`src/rtl/irq_alias_pkg.sv`:
```
`timescale 1ns/1ps
package irq_alias_pkg;
   // kind of write decoded from the address
   typedef enum logic [1:0] {
      WR_NONE  = 2'd0,
      WR_PLAIN = 2'd1,
      WR_SET   = 2'd2,
      WR_CLR   = 2'd3
   } wr_kind_e;
endpackage

```
`src/rtl/irq_alias_decode.sv`:
```
`timescale 1ns/1ps
module irq_alias_decode
   import irq_alias_pkg::*;
#(
   parameter int unsigned            ADDR_W    = 8,
   parameter logic [ADDR_W-1:0]      BASE_ADDR = '0,
   parameter int unsigned            SET_OFS   = 4,
   parameter int unsigned            CLR_OFS   = 8
) (
   input  logic [ADDR_W-1:0] addr_i,
   input  logic              we_i,
   output logic              hit_o,
   output wr_kind_e          kind_o
);
   localparam logic [ADDR_W-1:0] SET_A = ADDR_W'(BASE_ADDR + SET_OFS);
   localparam logic [ADDR_W-1:0] CLR_A = ADDR_W'(BASE_ADDR + CLR_OFS);

   logic hit_plain, hit_set, hit_clr;

   assign hit_plain = (addr_i == BASE_ADDR);
   assign hit_set   = (addr_i == SET_A);
   assign hit_clr   = (addr_i == CLR_A);
   assign hit_o     = hit_plain | hit_set | hit_clr;

   always_comb begin
      kind_o = WR_NONE;
      if (we_i) begin
         if (hit_plain)    kind_o = WR_PLAIN;
         else if (hit_set) kind_o = WR_SET;
         else if (hit_clr) kind_o = WR_CLR;
      end
   end
endmodule

```
`src/rtl/irq_alias_cell.sv`:
```
`timescale 1ns/1ps
module irq_alias_cell
   import irq_alias_pkg::*;
#(
   parameter bit IS_STATUS = 1'b1,
   parameter bit RST_VAL   = 1'b0
) (
   input  logic     clk_i,
   input  logic     rst_ni,
   input  logic     soft_clr_i,
   input  wr_kind_e kind_i,
   input  logic     wbit_i,
   input  logic     evt_i,
   output logic     q_o
);
   logic sw_d, nxt;

   always_comb begin
      unique case (kind_i)
         WR_PLAIN: sw_d = wbit_i;
         WR_SET:   sw_d = q_o | wbit_i;
         WR_CLR:   sw_d = q_o & ~wbit_i;
         default:  sw_d = q_o;
      endcase
   end

   generate
      if (IS_STATUS) begin : g_status
         // an event in the same cycle beats any software clear
         assign nxt = sw_d | evt_i;
      end else begin : g_enable
         logic unused_evt;
         assign unused_evt = evt_i;
         assign nxt = sw_d;
      end
   endgenerate

   always_ff @(posedge clk_i or negedge rst_ni) begin
      if (!rst_ni)         q_o <= RST_VAL;
      else if (soft_clr_i) q_o <= 1'b0;
      else                 q_o <= nxt;
   end
endmodule

```
`src/rtl/irq_alias_out.sv`:
```
`timescale 1ns/1ps
module irq_alias_out #(
   parameter int unsigned NUM_EVT = 8
) (
   input  logic               clk_i,
   input  logic               rst_ni,
   input  logic [NUM_EVT-1:0] stat_i,
   input  logic [NUM_EVT-1:0] en_i,
   output logic               irq_o
);
   logic pend;
   assign pend = |(stat_i & en_i);

   always_ff @(posedge clk_i or negedge rst_ni) begin
      if (!rst_ni) irq_o <= 1'b0;
      else         irq_o <= pend;
   end
endmodule

```
`src/rtl/irq_alias_regs.sv`:
```
`timescale 1ns/1ps
module irq_alias_regs
   import irq_alias_pkg::*;
#(
   parameter int unsigned             NUM_EVT   = 8,
   parameter int unsigned             DATA_W    = 32,
   parameter int unsigned             ADDR_W    = 8,
   parameter logic [ADDR_W-1:0]       BASE_ADDR = '0,
   parameter logic [NUM_EVT-1:0]      EN_RESET  = NUM_EVT'(8'h6F)
) (
   input  logic               clk_i,
   input  logic               rst_ni,
   input  logic               soft_clr_i,
   input  logic [ADDR_W-1:0]  addr_i,
   input  logic [DATA_W-1:0]  wdata_i,
   input  logic               we_i,
   output logic [DATA_W-1:0]  rdata_o,
   input  logic [NUM_EVT-1:0] evt_i,
   output logic               irq_o
);
   localparam int unsigned REG_W = 2 * NUM_EVT;

   generate
      if (NUM_EVT < 1 || REG_W > DATA_W) begin : g_bad_width
         $error("irq_alias_regs: 2*NUM_EVT must fit in DATA_W");
      end
      if (BASE_ADDR[1:0] != 2'b00) begin : g_bad_base
         $error("irq_alias_regs: BASE_ADDR must be word aligned");
      end
   endgenerate

   wr_kind_e         kind;
   logic             hit;
   logic [REG_W-1:0] reg_q;

   irq_alias_decode #(
      .ADDR_W    (ADDR_W),
      .BASE_ADDR (BASE_ADDR),
      .SET_OFS   (4),
      .CLR_OFS   (8)
   ) i_decode (
      .addr_i (addr_i),
      .we_i   (we_i),
      .hit_o  (hit),
      .kind_o (kind)
   );

   for (genvar gi = 0; gi < REG_W; gi++) begin : g_bit
      localparam bit IS_ST = (gi < NUM_EVT);
      localparam bit RSTV  = IS_ST ? 1'b0 : EN_RESET[gi - (IS_ST ? 0 : NUM_EVT)];
      logic ev;
      if (IS_ST) begin : g_ev
         assign ev = evt_i[gi];
      end else begin : g_noev
         assign ev = 1'b0;
      end
      irq_alias_cell #(
         .IS_STATUS (IS_ST),
         .RST_VAL   (RSTV)
      ) i_cell (
         .clk_i      (clk_i),
         .rst_ni     (rst_ni),
         .soft_clr_i (soft_clr_i),
         .kind_i     (kind),
         .wbit_i     (wdata_i[gi]),
         .evt_i      (ev),
         .q_o        (reg_q[gi])
      );
   end

   irq_alias_out #(
      .NUM_EVT (NUM_EVT)
   ) i_out (
      .clk_i  (clk_i),
      .rst_ni (rst_ni),
      .stat_i (reg_q[NUM_EVT-1:0]),
      .en_i   (reg_q[REG_W-1:NUM_EVT]),
      .irq_o  (irq_o)
   );

   assign rdata_o = hit ? DATA_W'(reg_q) : '0;
endmodule

```
`config.mk`:
```
export PLATFORM = sky130hd
export DESIGN_NAME = irq_alias_regs
export DESIGN_NICKNAME = d
export VERILOG_FILES = /design/src/rtl/irq_alias_pkg.sv /design/src/rtl/irq_alias_decode.sv /design/src/rtl/irq_alias_cell.sv /design/src/rtl/irq_alias_out.sv /design/src/rtl/irq_alias_regs.sv
export SDC_FILE = /design/constraint.sdc
export NUM_CORES = 1
export LEC_CHECK = 0
export ABC_AREA = 1
export BUFFER_PORTS_ARGS = -buffer_cell sky130_fd_sc_hd__buf_4
export CORE_UTILIZATION = 30
export CTS_CLUSTER_DIAMETER = 200
export DETAILED_ROUTE_END_ITERATION = 10
export GPL_TIMING_DRIVEN = 1
export PLACE_DENSITY_LB_ADDON = 0.2
export SLEW_MARGIN = 0
export SYNTH_ARGS = -nofsm -noshare
export SYNTH_HDL_FRONTEND = slang
export SYNTH_SLANG_ARGS = --single-unit
```
`constraint.sdc`:
```
create_clock -name clk_i -period 1.5 [get_ports clk_i]
set_input_delay 0.3 -clock clk_i [delete_from_list [all_inputs] [get_ports clk_i]]
set_output_delay 0.3 -clock clk_i [all_outputs]
set_load 0.05 [all_outputs]
```
==> results.toml <==
[yosys]
yosysSeqAreaShare = 0.310
synth.distinct_cells = 26
synthMuxAreaShare = 0
ys.warnings.count = 0
yosysTopAreaCellShare = 0.197
synth_top_family_by_area = "simple AND/OR/NAND/NOR gates"
syn_inst = 208
synthAdderAreaFrac = 0
synthXorXnorAreaFrac = 0
syn-mean-instance-area_um2 = 6.71
synthFlopType = "dfrtp_1"
synth_edf_count = 0
synthArstFlopShare = 1.00
synthSimpleGateAreaFrac = 0.377
synth_compound_area_frac = 0.0797
syn-cell-area_um2 = 1400
ys_ff_latch = 17
ys_top_cells_by_area = "dfrtp_1 20%, nand2_1 12%, dfstp_2 11%, inv_1 11%, buf_4 8.6%"
synth_largest_area_cell = "dfrtp_1"

[min_path]
hold_depth = 3
min_path_type = "primary input to register"

[placed_design]
place_area_um2 = 1920
gp_congestion = 0.737
dp.final_hpwl_um = 2730
port_buffers = 52

[finish]
n_fill_cell = 449
fin_area_um2 = 2150
nets = 319
drive_gt1_frac = 0.402
post-route-util = 0.488
area_delta_synth_final_pct = 54.3
n_antenna_cell = 0

[drt]
wl_per_cell_um = 12.0
firstDrtPassIters = 4
wirelength_um = 3800
route.vias.total = 1422
drt_iter0_markers = 47
vias_per_cell = 4.47
route.detailed.drc = 0
antenna_left = 0

[critical_path]
end_kind = "output pin"
cp_common_cell = "nor2_4"
required_ns = 1.20
cp.buffers_inverters = 3
crit_arrival_ns = 1.31
crit_path_top_delay_cell = "or2_4"
crit_family = "simple AND/OR/NAND/NOR gates"
rr_worst_depth = 4
crit_cells = 7
cpPeakStageDelay_ns = 0.25
crit_type = "primary input to output pin"
start_kind = "primary input"
r2r_slack_ns = 0.47
crit_chain = "buf_6 -> or2_4 -> nor2_4 -> buf_12 -> nand2_8 -> nor2_4 -> buf_8"
cp_max_fo = 8

[sta]
timing.final.ws_setup_ns = -0.109
fmax_ghz = 0.622
drv_slew = 0
setup_tns_ns = -1.48
skew_ns = 0.00191
whs_ns = 0.279
finalSetupViolations = 16
rsz0062_at_grt = "true"
hold_viol_final = 0
final.min_clock_period_ns = 1.61
fin_crit_sh = 1.07

[clocking]
cts_buffers = 3
root_buffer = "clkbuf_8"
clock_latency_ns = 0.25
cts_max_path_buffers = 2
cts_tree = "built"
clk_pin_slew_ns = 0.07
clock-sinks = 17
h-tree-depth = 1

[floorplanning]
initial_core_util = 0.316
die_width_um = 70.2
die_y_um = 70.2
io_pins = 85
dieArea_um2 = 4930
row_count = 24
coreArea_um2 = 4410

[global_routing]
grt_max_degree = 20
antenna_found_initial = 0
track_usage = 0.162
gr-total-overflow = 0
grt_pass1_wl_um = 6360
first_global_vias = 1365

[pwr]
p_leak_uw = 0.00107
peakVddDrop_mv = 0.279
power_density_nw_per_um2 = 542

[run]
maxCapViolations = 0

[run_status]
outcome = "complete, but fails checks"
violations = "negative setup slack"
-- through the flow --
| step | instances | worst slack [ns] | total power, µW |
|---|---|---|---|
| after global placement | 311 | -0.219 | 805 |
| after floorplan | 223 | -0.132 | 723 |
| after CTS | 318 | -0.146 | 1170 |
| after detailed placement | 311 | -0.232 | 807 |
| after global routing | 318 | -0.144 | 1230 |
| final | 318 | -0.109 | 1170 |
-- timing repair --
| item | CTS | global route |
|---|---|---|
| pin swaps | 8 | 11 |
| gates resized for setup | 27 | 10 |
| cloned | 1 | 0 |
| hold endpoints to repair | 11 | 0 |
| buffers inserted | 1 | 0 |
| endpoints found under the setup margin | 16 | 18 |
| hold buffers | 1 | 0 |
-- Yosys cell counts, drive strengths merged (3+ instances only) --
cell    n
nand3   9
a21oi   9
buf    23
inv    43
or2     9
nor2   21
o21ai   8
nand2  46
dfstp   6
nand4  17
dfrtp  11
o22ai   3
-- logic make-up (layout without fill, tap and decap cells) --
group / count (synthesis) / count (layout)
AO/OA/AOI/OAI: 21 / 21
buffers and inverters: 66 / 108
flip-flops: 17 / 17
other: 1 / 16
AND/OR/NAND/NOR: 103 / 104
-- flip-flops by register name, indices dropped and copies added, names as in the netlist --
register          flops
g_bit.i_cell.q_o     16
i_out.irq_o           1
-- tightest hold or removal path, cell delays in order --
cell	delay (ns)
buf_4	0.11
nand3_1	0.07
nand2_1	0.05
-- placed cells by master (no fill, tap or decap), drive strengths merged --
| cell type | n |
|---|---|
| dfrtp | 11 |
| nand2 | 47 |
| buf | 60 |
| nand4 | 17 |
| conb | 16 |
| or2 | 9 |
| o211ai | 1 |
| nand3 | 9 |
| dlygate4sd3 | 1 |
| clkbuf | 3 |
| clkinv | 1 |
| nand3b | 1 |
| a21oi | 9 |
| nor2 | 21 |
| o22ai | 3 |
| inv | 43 |
| dfstp | 6 |
| o21ai | 8 |
-- per-layer routing --
layer	track usage	up-vias	routed length (µm)
li1	-	734	-
met1	0.211	649	1680
met2	0.283	37	1940
met3	0.0188	2	158
met4	0.0400	0	19
met5	0	-	0
-- final timing paths --
check                                      from                    to
max                                   addr_i[1]           rdata_o[15]
min                                 wdata_i[13]  g_bit[13].i_cell.q_o
max reg2reg                 g_bit[9].i_cell.q_o           i_out.irq_o
min reg2reg                g_bit[10].i_cell.q_o  g_bit[10].i_cell.q_o
max in group asynchronous                rst_ni  g_bit[14].i_cell.q_o
min in group asynchronous                rst_ni           i_out.irq_o
-- layout make-up --
class                      count  area, µm²  area share
clock inverter                 1       5.00     0.00232
sequential                    17        433       0.201
tap                           52       65.1      0.0302
multi-input combinational    141        877       0.407
inverter                      43        161      0.0749
timing repair buffer          61        572       0.265
clock buffer                   3       41.3      0.0192
-- where the power goes --
| part | switching, µW | internal (µW) |
|---|---|---|
| Clock | 164 | 184 |
| Combinational | 217 | 118 |
| Sequential | 9.32 | 475 |
| Total | 390 | 777 |
No activity file was read; power rests on OpenSTA's default activity.
